$ cat config.mk
export PLATFORM = sky130hd
export DESIGN_NAME = sdram_access_ctrl
export DESIGN_NICKNAME = d
export VERILOG_FILES = /design/src/rtl/sdc_pkg.sv /design/src/rtl/sdc_ctrl.sv /design/src/rtl/sdc_datapath.sv /design/src/rtl/sdram_access_ctrl.sv
export SDC_FILE = /design/constraint.sdc
export NUM_CORES = 1
export LEC_CHECK = 0
export BUFFER_PORTS_ARGS = -buffer_cell sky130_fd_sc_hd__buf_2
export CORE_UTILIZATION = 48
export CTS_CLUSTER_SIZE = 12
export DETAILED_ROUTE_END_ITERATION = 8
export PLACE_DENSITY = 0.86
export RECOVER_POWER = 50
export SYNTH_ARGS = -nofsm -noshare
export SYNTH_HDL_FRONTEND = slang
export SYNTH_SLANG_ARGS = --single-unit
$ cat constraint.sdc
create_clock -name clk -period 2.05 [get_ports clk]
set_input_delay 0.205 -clock clk [delete_from_list [all_inputs] [get_ports clk]]
set_output_delay 0.205 -clock clk [all_outputs]
set_load 0.02 [all_outputs]
$ cat src/rtl/sdc_pkg.sv
package sdc_pkg;
  typedef enum logic [2:0] {
    ST_IDLE, ST_ACT, ST_RCD, ST_CMD, ST_LAT, ST_PRE
  } ctrlState_t;

  // strobes from control to datapath
  typedef struct packed {
    logic load;     // latch request fields
    logic act;      // drive row activation
    logic cmd;      // drive column command
    logic rdWin;    // read window, masks open
    logic capture;  // sample device data
  } ctrlStrobe_t;
endpackage

$ cat src/rtl/sdc_ctrl.sv
module sdc_ctrl
  import sdc_pkg::*;
#(
  parameter int TRCD = 3,
  parameter int CL   = 3,
  parameter int TRP  = 3
) (
  input  logic        clk,
  input  logic        rstN,
  input  logic        reqValid,
  input  logic        reqWrite,
  output logic        reqReady,
  output ctrlStrobe_t strobe
);
  localparam int MAXC  = (TRCD > CL) ? ((TRCD > TRP) ? TRCD : TRP) : ((CL > TRP) ? CL : TRP);
  localparam int CNT_W = $clog2(MAXC + 1);
  localparam logic [CNT_W-1:0] RCD_LOAD = CNT_W'((TRCD > 1) ? TRCD - 2 : 0);
  localparam logic [CNT_W-1:0] CL_LOAD  = CNT_W'(CL - 1);
  localparam logic [CNT_W-1:0] TRP_LOAD = CNT_W'(TRP - 1);

  ctrlState_t state;
  logic [CNT_W-1:0] cnt;
  logic wrLatched;

  always_ff @(posedge clk) begin
    if (!rstN) begin
      state     <= ST_IDLE;
      cnt       <= '0;
      wrLatched <= 1'b0;
    end else begin
      case (state)
        ST_IDLE: if (reqValid) begin
          state     <= ST_ACT;
          wrLatched <= reqWrite;
        end
        ST_ACT: begin
          if (TRCD > 1) begin
            state <= ST_RCD;
            cnt   <= RCD_LOAD;
          end else begin
            state <= ST_CMD;
          end
        end
        ST_RCD: begin
          if (cnt == '0) state <= ST_CMD;
          else cnt <= cnt - 1'b1;
        end
        ST_CMD: begin
          if (wrLatched) begin
            state <= ST_PRE;
            cnt   <= TRP_LOAD;
          end else begin
            state <= ST_LAT;
            cnt   <= CL_LOAD;
          end
        end
        ST_LAT: begin
          if (cnt == '0) begin
            state <= ST_PRE;
            cnt   <= TRP_LOAD;
          end else begin
            cnt <= cnt - 1'b1;
          end
        end
        ST_PRE: begin
          if (cnt == '0) state <= ST_IDLE;
          else cnt <= cnt - 1'b1;
        end
        default: state <= ST_IDLE;
      endcase
    end
  end

  always_comb begin
    reqReady       = (state == ST_IDLE);
    strobe.load    = (state == ST_IDLE) && reqValid;
    strobe.act     = (state == ST_ACT);
    strobe.cmd     = (state == ST_CMD);
    strobe.rdWin   = ((state == ST_CMD) && !wrLatched) || (state == ST_LAT);
    strobe.capture = (state == ST_LAT) && (cnt == '0);
  end
endmodule

$ cat src/rtl/sdc_datapath.sv
module sdc_datapath
  import sdc_pkg::*;
#(
  parameter int CHIPS  = 2,
  parameter int BANK_W = 2,
  parameter int ROW_W  = 13,
  parameter int COL_W  = 10,
  parameter int DATA_W = 16,
  parameter int AP_BIT = 10
) (
  input  logic                                        clk,
  input  logic                                        rstN,
  input  ctrlStrobe_t                                 strobe,
  input  logic                                        reqWrite,
  input  logic [$clog2(CHIPS)+BANK_W+ROW_W+COL_W-1:0] reqAddr,
  input  logic [DATA_W-1:0]                           reqWdata,
  input  logic [DATA_W-1:0]                           sdDqIn,
  output logic                                        rdValid,
  output logic [DATA_W-1:0]                           rdData,
  output logic [CHIPS-1:0]                            sdCsN,
  output logic                                        sdRasN,
  output logic                                        sdCasN,
  output logic                                        sdWeN,
  output logic [BANK_W-1:0]                           sdBa,
  output logic [ROW_W-1:0]                            sdAddr,
  output logic [DATA_W/8-1:0]                         sdDqm,
  output logic [DATA_W-1:0]                           sdDqOut,
  output logic                                        sdDqOe
);
  localparam int CHIP_W = $clog2(CHIPS);
  localparam int ROW_LO = COL_W;
  localparam int BNK_LO = COL_W + ROW_W;
  localparam int CHP_LO = COL_W + ROW_W + BANK_W;
  localparam int MASK_W = DATA_W / 8;

  logic [CHIP_W-1:0] chipR;
  logic [BANK_W-1:0] bankR;
  logic [ROW_W-1:0]  rowR;
  logic [COL_W-1:0]  colR;
  logic [DATA_W-1:0] wdataR;
  logic              wrR;
  logic              selActive;

  always_ff @(posedge clk) begin
    if (!rstN) begin
      chipR   <= '0;
      bankR   <= '0;
      rowR    <= '0;
      colR    <= '0;
      wdataR  <= '0;
      wrR     <= 1'b0;
      rdValid <= 1'b0;
      rdData  <= '0;
    end else begin
      if (strobe.load) begin
        chipR  <= reqAddr[CHP_LO +: CHIP_W];
        bankR  <= reqAddr[BNK_LO +: BANK_W];
        rowR   <= reqAddr[ROW_LO +: ROW_W];
        colR   <= reqAddr[0 +: COL_W];
        wdataR <= reqWdata;
        wrR    <= reqWrite;
      end
      rdValid <= strobe.capture;
      if (strobe.capture) rdData <= sdDqIn;
    end
  end

  assign selActive = strobe.act || strobe.cmd;

  for (genvar g = 0; g < CHIPS; g++) begin : g_cs
    assign sdCsN[g] = !(selActive && (chipR == CHIP_W'(g)));
  end

  always_comb begin
    sdRasN  = !strobe.act;
    sdCasN  = !strobe.cmd;
    sdWeN   = !(strobe.cmd && wrR);
    sdBa    = selActive ? bankR : '0;
    sdAddr  = '0;
    if (strobe.act) begin
      sdAddr = rowR;
    end else if (strobe.cmd) begin
      sdAddr[COL_W-1:0] = colR;
      sdAddr[AP_BIT]    = 1'b1;
    end
    sdDqOe  = strobe.cmd && wrR;
    sdDqOut = sdDqOe ? wdataR : '0;
    sdDqm   = (sdDqOe || strobe.rdWin) ? {MASK_W{1'b0}} : {MASK_W{1'b1}};
  end
endmodule

$ cat src/rtl/sdram_access_ctrl.sv
module sdram_access_ctrl
  import sdc_pkg::*;
#(
  parameter int CHIPS  = 2,
  parameter int BANK_W = 2,
  parameter int ROW_W  = 13,
  parameter int COL_W  = 10,
  parameter int DATA_W = 16,
  parameter int AP_BIT = 10,
  parameter int TRCD   = 3,
  parameter int CL     = 3,
  parameter int TRP    = 3
) (
  input  logic                                        clk,
  input  logic                                        rstN,
  input  logic                                        reqValid,
  input  logic                                        reqWrite,
  input  logic [$clog2(CHIPS)+BANK_W+ROW_W+COL_W-1:0] reqAddr,
  input  logic [DATA_W-1:0]                           reqWdata,
  output logic                                        reqReady,
  output logic                                        rdValid,
  output logic [DATA_W-1:0]                           rdData,
  output logic [CHIPS-1:0]                            sdCsN,
  output logic                                        sdRasN,
  output logic                                        sdCasN,
  output logic                                        sdWeN,
  output logic [BANK_W-1:0]                           sdBa,
  output logic [ROW_W-1:0]                            sdAddr,
  output logic [DATA_W/8-1:0]                         sdDqm,
  output logic [DATA_W-1:0]                           sdDqOut,
  output logic                                        sdDqOe,
  input  logic [DATA_W-1:0]                           sdDqIn
);
  ctrlStrobe_t strobe;

  sdc_ctrl #(.TRCD(TRCD), .CL(CL), .TRP(TRP)) ctrl_i (
    .clk(clk), .rstN(rstN), .reqValid(reqValid), .reqWrite(reqWrite),
    .reqReady(reqReady), .strobe(strobe)
  );

  sdc_datapath #(
    .CHIPS(CHIPS), .BANK_W(BANK_W), .ROW_W(ROW_W), .COL_W(COL_W),
    .DATA_W(DATA_W), .AP_BIT(AP_BIT)
  ) dp_i (
    .clk(clk), .rstN(rstN), .strobe(strobe), .reqWrite(reqWrite),
    .reqAddr(reqAddr), .reqWdata(reqWdata), .sdDqIn(sdDqIn),
    .rdValid(rdValid), .rdData(rdData), .sdCsN(sdCsN), .sdRasN(sdRasN),
    .sdCasN(sdCasN), .sdWeN(sdWeN), .sdBa(sdBa), .sdAddr(sdAddr),
    .sdDqm(sdDqm), .sdDqOut(sdDqOut), .sdDqOe(sdDqOe)
  );
endmodule

==> run metrics, run 1 <==
Hold Vio Cnt, Final 0; clock sinks 65; Post-Route WL about 6.3 mm; Leak Pwr around 1.6 nW; Distinct cells, synth 29; RD Place Congestion 0.778; CTS buffer count 9; asr flop ratio synth 0; wire per inst 11.4 um; vias per cell 4.76; Max VDD drop 0.549 mV; Setup Skew 0.00838 ns; Max Fclk around 560 MHz; Root Driver clkbuf_8; # setup viols final 0; Post-DRT Antenna Nets 0; Die Wd about 80 um; H-tree depth 3; critical path class flop to output port; Top FF cell, synth dfxtp_1; Arr. time, crit path 1.59 ns; dpl hpwl 4.53 mm; postcts setup bufs 0; post-route clock period utilization 0.877; vias 2621; first-pass GRT wire length 10.1 mm; vias in the first global route about 2.3k; DRC 0; max_slew headroom 0.614; area grow syn2layout 25.3%; filler cell count 556; RSZ-0062 raised after global routing no; Seq/Total Area, Yosys 0.445; Avg Cell Area, Syn around 8.1 um^2; CTS tree built; Initial Util 0.497; Mapped Cells 360; largest net degree at the start of global routing 39; fin util 0.623; Clock Tree Buf Depth 2; Die ar. 6410 um^2; I/O pin count 119; DRT Pass-1 Iters 4; outcome completed; Row Count 28; DIE HEIGHT 80.1 um; most frequent cells in the layout 126 x nand2_1, 98 x buf_2, 65 x dfxtp_1; initial drt markers 121; Syn Nets 424; Total Neg Setup Slack 0 ns; layout cells sized above 1 0.261; Req. time, crit path 1.85 ns; antenna fix cells 0; Core Region 5890 um^2; startpoint types flop; Slew Viols, Final 0; commonest non-fill, non-tap cell in the layout nand2_1; crit path time final 1.80 ns; later-pin clock latency in the skew report 0.32 ns; Post-synth EDFFs 0; CP max FO 18; Hold WS 0.112 ns; actual slew at the worst max-slew pin 0.579 ns; max-cap violations 0; PortBufs 118; All-Layer GR Usage 0.204; dpl ws 0.251 ns; Yosys reg bits 65; GR Overflow Total 0; Design Power 3.34 mW; pwr/cell area 913 nW/um^2; worst setup margin between 0.2 and 0.3 ns; initial antenna violation count 0; Mapped Area 2930 um^2; Critical Path End Type output port; Hold-fix buffers, CTS 0; Nets 535; CTS clk-pin slew, worst paths 0.07 ns; Warnings, synthesis 0; HP Class input pin to flop
## routing by layer
| metal | vias to the layer above | share of wire | track usage |
|---|---|---|---|
| li1 | 1375 | - | - |
| met1 | 1180 | 0.46 | 0.244 |
| met2 | 64 | 0.50 | 0.361 |
| met3 | 2 | 0.037 | 0.0330 |
| met4 | 0 | 0.0064 | 0.0839 |
| met5 | - | 0 | 0 |
## power by group
group / internal (mW) / total, mW / switching, mW
logic: 0.342 / 0.889 / 0.546
registers: 1.41 / 1.50 / 0.0922
clock network: 0.473 / 0.953 / 0.479
total: 2.23 / 3.34 / 1.12
## synthesized netlist by cell type (2+ instances only)
cell type | number | area, um^2
a21boi_0 | 10 | 75.1
a21boi_1 | 50 | 375
a21oi_1 | 3 | 15.0
and2_1 | 21 | 131
and3_1 | 2 | 12.5
buf_2 | 5 | 25.0
buf_4 | 5 | 37.5
buf_6 | 5 | 56.3
clkbuf_1 | 12 | 45.0
dfxtp_1 | 65 | 1300
ha_1 | 2 | 25.0
inv_1 | 5 | 18.8
mux2i_1 | 11 | 110
nand2_1 | 126 | 473
nand2b_1 | 5 | 31.3
nor2_1 | 17 | 63.8
nor2b_1 | 3 | 18.8
nor3b_1 | 2 | 15.0
## kinds of logic after synthesis
| logic type | Yosys count | share of synthesized area |
|---|---|---|
| AND/OR/NAND/NOR | 178 | 0.263 |
| multiplexers | 11 | 0.0376 |
| flip-flops | 65 | 0.445 |
| buffers and inverters | 32 | 0.0624 |
| AO/OA/AOI/OAI | 70 | 0.178 |
| adder cells (fa/ha/maj) | 2 | 0.00855 |
| XOR/XNOR | 2 | 0.00599 |
## registers in the layout, summed over array words and instances (netlist names)
name	flops
ctrl_i.state	3
dp_i.wdataR	16
dp_i.chipR	1
dp_i.rdData	16
ctrl_i.cnt	2
dp_i.colR	10
dp_i.rowR	13
dp_i.rdValid	1
dp_i.wrR	1
dp_i.bankR	2
## worst paths after layout
check                   from        endpoint  slack (ns)  cells past startpoint
max          ctrl_i.state[2]      sdDqOut[0]        0.25                      4
min                sdDqIn[8]  dp_i.rdData[8]        0.11                      3
max reg2reg    ctrl_i.cnt[0]  dp_i.rdData[5]        0.26                      6
min reg2reg    dp_i.bankR[0]   dp_i.bankR[0]        0.45                      2
## metrics by stage
stage               instances  area, um^2
floorplan                 360        2930
global placement          535        3530
detailed placement        535        3530
CTS                       551        3710
global route              551        3660
finish                    551        3660
## repair_timing
item | CTS | global route
resized for setup | 0 | 1
endpoints found under the hold margin | 0 | 0
setup endpoints to repair | 0 | 16
## worst max-delay path, cell delays in order, from the launching register on
cell	delay (ns)
dfxtp_1	0.43
and2b_1	0.22
and3_2	0.30
and2_1	0.18
buf_2	0.15
## layout make-up
cell class                 instances  area (um^2)  share of cell area
sequential                        65         1300               0.355
multi-input combinational        263         1430               0.391
inverter                           5         18.8             0.00512
clock inverter                     6         42.5              0.0116
clock buffer                      10          138              0.0376
timing repair buffer             127          639               0.174
tap                               75         93.8              0.0256
Note: power is estimated with default switching activity, not from simulation.
==> run 2: changes to the inputs <==
CAP_MARGIN = 20   (was default)
CTS_BUF_LIST = sky130_fd_sc_hd__clkbuf_16   (was default)
HOLD_SLACK_MARGIN = 0.12   (was default)
==> run 2 against run 1 <==
Sequential share of layout area fell by 1.8 points. Wire length up 4.5%. Critical path depth unchanged. Clock-buffer cell count decreased by 1. Total power grew 13%. Final cell count rose by 1.8%. Cell area grew 5.2%. Combinational power is 2% higher. Non-clock buffer count grew 10. First-iteration DRC count fell by 5.8%. Critical endpoint unchanged. Largest power group unchanged.
==> run metrics, run 2 (same netlist as run 1, synthesis figures left out) <==
vias per cell 4.76; antenna fix cells 0; vias 2670; DRT Pass-1 Iters 4; DR top layer met4; Max VDD drop about 0.59 mV; first-pass GRT wire length 10.4 mm; Die ar. about 6400 um^2; Arr. time, crit path between 1.5 and 2 ns; largest net degree at the start of global routing 39; footprint of the multi-input gates 1430 um^2; Clock Tree Buf Depth 2; layout cells sized above 1 0.253; HP Class input pin to flop; wire per inst 11.7 um; CTS clk-pin slew, worst paths 0.06 ns; postcts setup bufs 0; FF+latch area 1300 um^2; routed length on met3 approximately 250 um; DRC 0; CTS buffer count 9; biggest regs dp_i.rdData (16), dp_i.wdataR (16), dp_i.rowR (13); max_slew headroom 0.611; met2 WL post-DR 3.28 mm; actual slew at the worst max-slew pin 0.583 ns; All-Layer GR Usage 0.212; area grow syn2layout 31.8%; outcome completed; Post-Route M1 WL between 2 and 3 mm; Initial Util 0.497; Max Fclk 557 MHz; I/O pin count 119; Hold WS ~0.12 ns; critical path class flop to output port; Leak Pwr 1.65 nW; max-cap violations 0; Design Power 3.76 mW; RD Place Congestion slightly below 0.8; post-route clock period utilization 0.876; Total Neg Setup Slack 0 ns; Die Wd 80.1 um; later-pin clock latency in the skew report 0.32 ns; # setup viols final 0; DIE HEIGHT 80.1 um; Setup Skew roughly 0.0056 ns; Row Count 28; dpl hpwl 4.53 mm; Core Region 5890 um^2; Post-Route WL 6.58 mm; Root Driver clkbuf_16; initial antenna violation count 0; most frequent cells in the layout 126 x nand2_1, 98 x buf_2, 65 x dfxtp_1; initial drt markers 114; Critical Path End Type output port; CP max FO 18; PortBufs approximately 120; pwr/cell area 976 nW/um^2; Slew Viols, Final 0; clock sinks 65; Nets 545; Hold Vio Cnt, Final 0; Req. time, crit path 1.85 ns; H-tree depth 3; GR Overflow Total 0; Post-DRT Antenna Nets 0; vias in the first global route 2359; commonest non-fill, non-tap cell in the layout nand2_1; crit path time final 1.80 ns; startpoint types flop; filler cell count about 540; RSZ-0062 raised after global routing no; CTS tree built
run 2: cell count changes in the layout (fill, tap and decap cells not counted):
cell / delta
dlygate4sd3_1: +10
clkinv_1: +1
clkbuf_8: -10
clkbuf_16: +9
run 2: worst max-delay path: stages, from the launching register on:
cell and delay, ns:
dfxtp_1 0.43, and2b_1 0.22, and3_2 0.30, and2_1 0.18, buf_2 0.15
run 2: final cells by class:
| cell class | count | share of cell area |
|---|---|---|
| clock buffers | 9 | 0.0584 |
| multi-input cells | 263 | 0.371 |
| repair buffers | 137 | 0.192 |
| inverters | 5 | 0.00487 |
| clock inverters | 7 | 0.0120 |
| well taps | 75 | 0.0243 |
| flip-flops and latches | 65 | 0.337 |
run 2: metal layers:
layer | track usage | vias up
met4 | 0.0893 | 0
li1 | - | 1394
met1 | 0.249 | 1202
met3 | 0.0330 | 6
met2 | 0.379 | 68
met5 | 0 | -
run 2: report_power, final:
group,internal (mW),switching [mW],total (mW)
sequential,1.41,0.0921,1.51
clock,0.814,0.537,1.35
combinational,0.354,0.553,0.907
run 2: path summary, 6_finish.rpt:
check	startpoint	endpoint	slack, ns	depth (start not counted)
worst max-delay path	ctrl_i.state[2]	sdDqOut[0]	0.25	4
worst min-delay path	sdDqIn[12]	dp_i.rdData[12]	0.12	3
worst max register to register	ctrl_i.cnt[0]	dp_i.rdData[5]	0.26	6
worst min register to register	dp_i.bankR[0]	dp_i.bankR[0]	0.45	2
run 2: what timing repair did:
action	in CTS	in global routing
hold buffers	9	1
setup endpoints to repair	0	16
hold endpoints to repair	9	1
gates resized for setup	0	1
run 2: through the flow:
stage | setup slack, ns | std cells | area (um^2) | utilization
after detailed placement | 0.251 | 535 | 3530 | 0.599
after global placement | 0.351 | 535 | 3530 | 0.599
after CTS | 0.0537 | 560 | 3890 | 0.661
after global routing | 0.0723 | 561 | 3860 | 0.655
final | 0.255 | 561 | 3860 | 0.655
after floorplan | 0.522 | 360 | 2930 | -
==> run 3: changes to the inputs <==
--- a/constraint.sdc
+++ b/constraint.sdc
@@ -3,2 +3,2 @@
 set_output_delay 0.205 -clock clk [all_outputs]
-set_load 0.02 [all_outputs]
+set_load 0.05 [all_outputs]
==> run 3 against run 2 <==
Core utilization grew 1.1 points. Cell area rose by 1.7%. Final cell count grew 0.89%. Sequential cell count unchanged. Register-to-register slack lost 0.02 ns. Critical path type unchanged. Non-clock buffer count rose by 5. First-iteration DRC count rose by 31%. Clock-buffer cell count unchanged. Fmax fell by 4.0%. Setup slack got worse by 0.075 ns. Sequential power about the same. Clock power up 9.6%.
==> run metrics, run 3 (same netlist as run 1, synthesis figures left out) <==
Hold WS 0.123 ns; DRT Pass-1 Iters 4; crit path time final ~1.9 ns; clock sinks 65; Critical Path End Type output port; largest net degree at the start of global routing 48; commonest non-fill, non-tap cell in the layout nand2_1; area grow syn2layout 34.0%; layout cells sized above 1 0.263; max_slew headroom 0.529; total net switching power 1.32 mW; Slew Viols, Final 0; Crit path max-delay family simple AND/OR/NAND/NOR gates; CP max-delay cell nand2b_1; CTS buffer count 9; RR Endpoint dp_i.rowR[3]; startpoint types flop; All-Layer GR Usage 0.210; pwr/cell area between 1000 and 1500 nW/um^2; postcts setup bufs 0; Post-Route WL 6.68 mm; max-cap violations 0; outcome completed; vias in the first global route 2381; Flop pwr share 0.370; HP Class input pin to flop; Worst Hold End dp_i.rdData[11]; Switching Fraction 0.327; post-route clock period utilization 0.912; Total Neg Setup Slack 0 ns; H-tree depth 3; HP Start sdDqIn[11]; Row Count 28; biggest regs dp_i.rdData (16), dp_i.wdataR (16), dp_i.rowR (13); Max VDD drop 0.644 mV; Leak Pwr roughly 1.7 nW; # setup viols final 0; RD Place Congestion 0.807; Die Wd 80.1 um; actual slew at the worst max-slew pin about 0.71 ns; Arr. time, crit path 1.67 ns; met2 WL post-DR 3.28 mm; Cells on Worst Hold Path 3; most frequent cells in the layout 126 x nand2_1, 101 x buf_2, 65 x dfxtp_1; worst stage delay on the critical path 0.36 ns; reg-to-reg slack, setup 0.24 ns; DR top layer met4; Worst path depth 4; Reg2Reg Depth 6; vias 2726; Int Pwr 2.73 mW; worst r2r src ctrl_i.state[0]; footprint of the multi-input gates between 1000 and 1500 um^2; Initial Util 0.497; initial antenna violation count 0; Setup Skew 0.00714 ns; critical path class flop to output port; logic gate share of total power 0.265; Core Region roughly 6000 um^2; PortBufs 118; Crit path buffers/inverters 2; Post-DRT Antenna Nets 0; DIE HEIGHT roughly 80 um; wire per inst 11.8 um; Hold Vio Cnt, Final 0; Max Fclk between 500 and 600 MHz; GR Overflow Total 0; Root Driver clkbuf_16; CTS clk-pin slew, worst paths 0.05 ns; Die ar. 6410 um^2; filler cell count 502; Clock power frac 0.366; CTS tree built; worst setup path start ctrl_i.state[2]; FF+latch area about 1300 um^2; Clock Tree Buf Depth 2; cells along the critical path buf_4 -> nand2b_1 -> nor2_1 -> buf_2; later-pin clock latency in the skew report approximately 0.32 ns; routed length on met3 350 um; antenna fix cells 0; Nets 550; RSZ-0062 raised after global routing no; Req. time, crit path 1.85 ns; DRC 0; I/O pin count 119; CP max FO 11; Post-Route M1 WL between 2 and 3 mm; dpl hpwl 4.64 mm; initial drt markers roughly 150; vias per cell 4.82; first-pass GRT wire length a little over 10 mm
[run 3: cell count changes in the layout (fill, tap and decap cells not counted), moves of 2 or more]
cell	change
buf_2	+3
buf_4	+3
a21boi_0	+2
a21boi_1	-2
clkbuf_1	-2
dlygate4sd3_1	+2
[run 3: power groups by stage]
stage               clock network (mW)  registers, mW  logic, mW
CTS                               1.51           1.50       1.12
global route                      1.57           1.52       1.18
floorplan                            0           1.54      0.818
global placement                     0           1.51       1.07
detailed placement                   0           1.52       1.09
finish                            1.48           1.50       1.07
[run 3: worst min-delay path, cell delays in order]
cell and delay, ns:
buf_2 0.10, nand2_1 0.04, a21boi_1 0.05
[run 3: metal layers]
layer,vias to the layer above,track usage
met4,0,0.0929
met3,8,0.0409
met1,1233,0.250
met2,78,0.366
li1,1407,-
met5,-,0
[run 3: area by class of cell]
cell class                 instances  share of cell area
clock buffer                       9              0.0574
clock inverter                     7              0.0179
inverter                           5             0.00479
multi-input combinational        263               0.368
sequential                        65               0.332
tap                               75              0.0239
timing repair buffer             142               0.196
[run 3: metrics by stage]
step,total power [mW],area (um^2),util,instances,setup slack (ns)
after detailed placement,2.62,3540,0.601,538,0.305
after floorplan,2.36,2930,-,360,0.0430
after global routing,4.27,3920,0.666,566,0.0434
after global placement,2.58,3540,0.601,538,0.424
after CTS,4.12,3950,0.671,566,0.0690
final,4.05,3920,0.666,566,0.180
[run 3: worst max path at each step]
stage,to,slack [ns]
finish,sdAddr[9],0.18
global route,dp_i.rowR[5],0.04
CTS,sdDqOut[2],0.07
detailed placement,dp_i.rdData[5],0.30
global placement,dp_i.rdData[5],0.42
floorplan,sdAddr[11],0.04
[run 3: repair_timing]
action,in CTS,in global routing
setup endpoints to repair,0,16
resized for setup,0,1
hold buffers,12,0
endpoints found under the hold margin,12,0
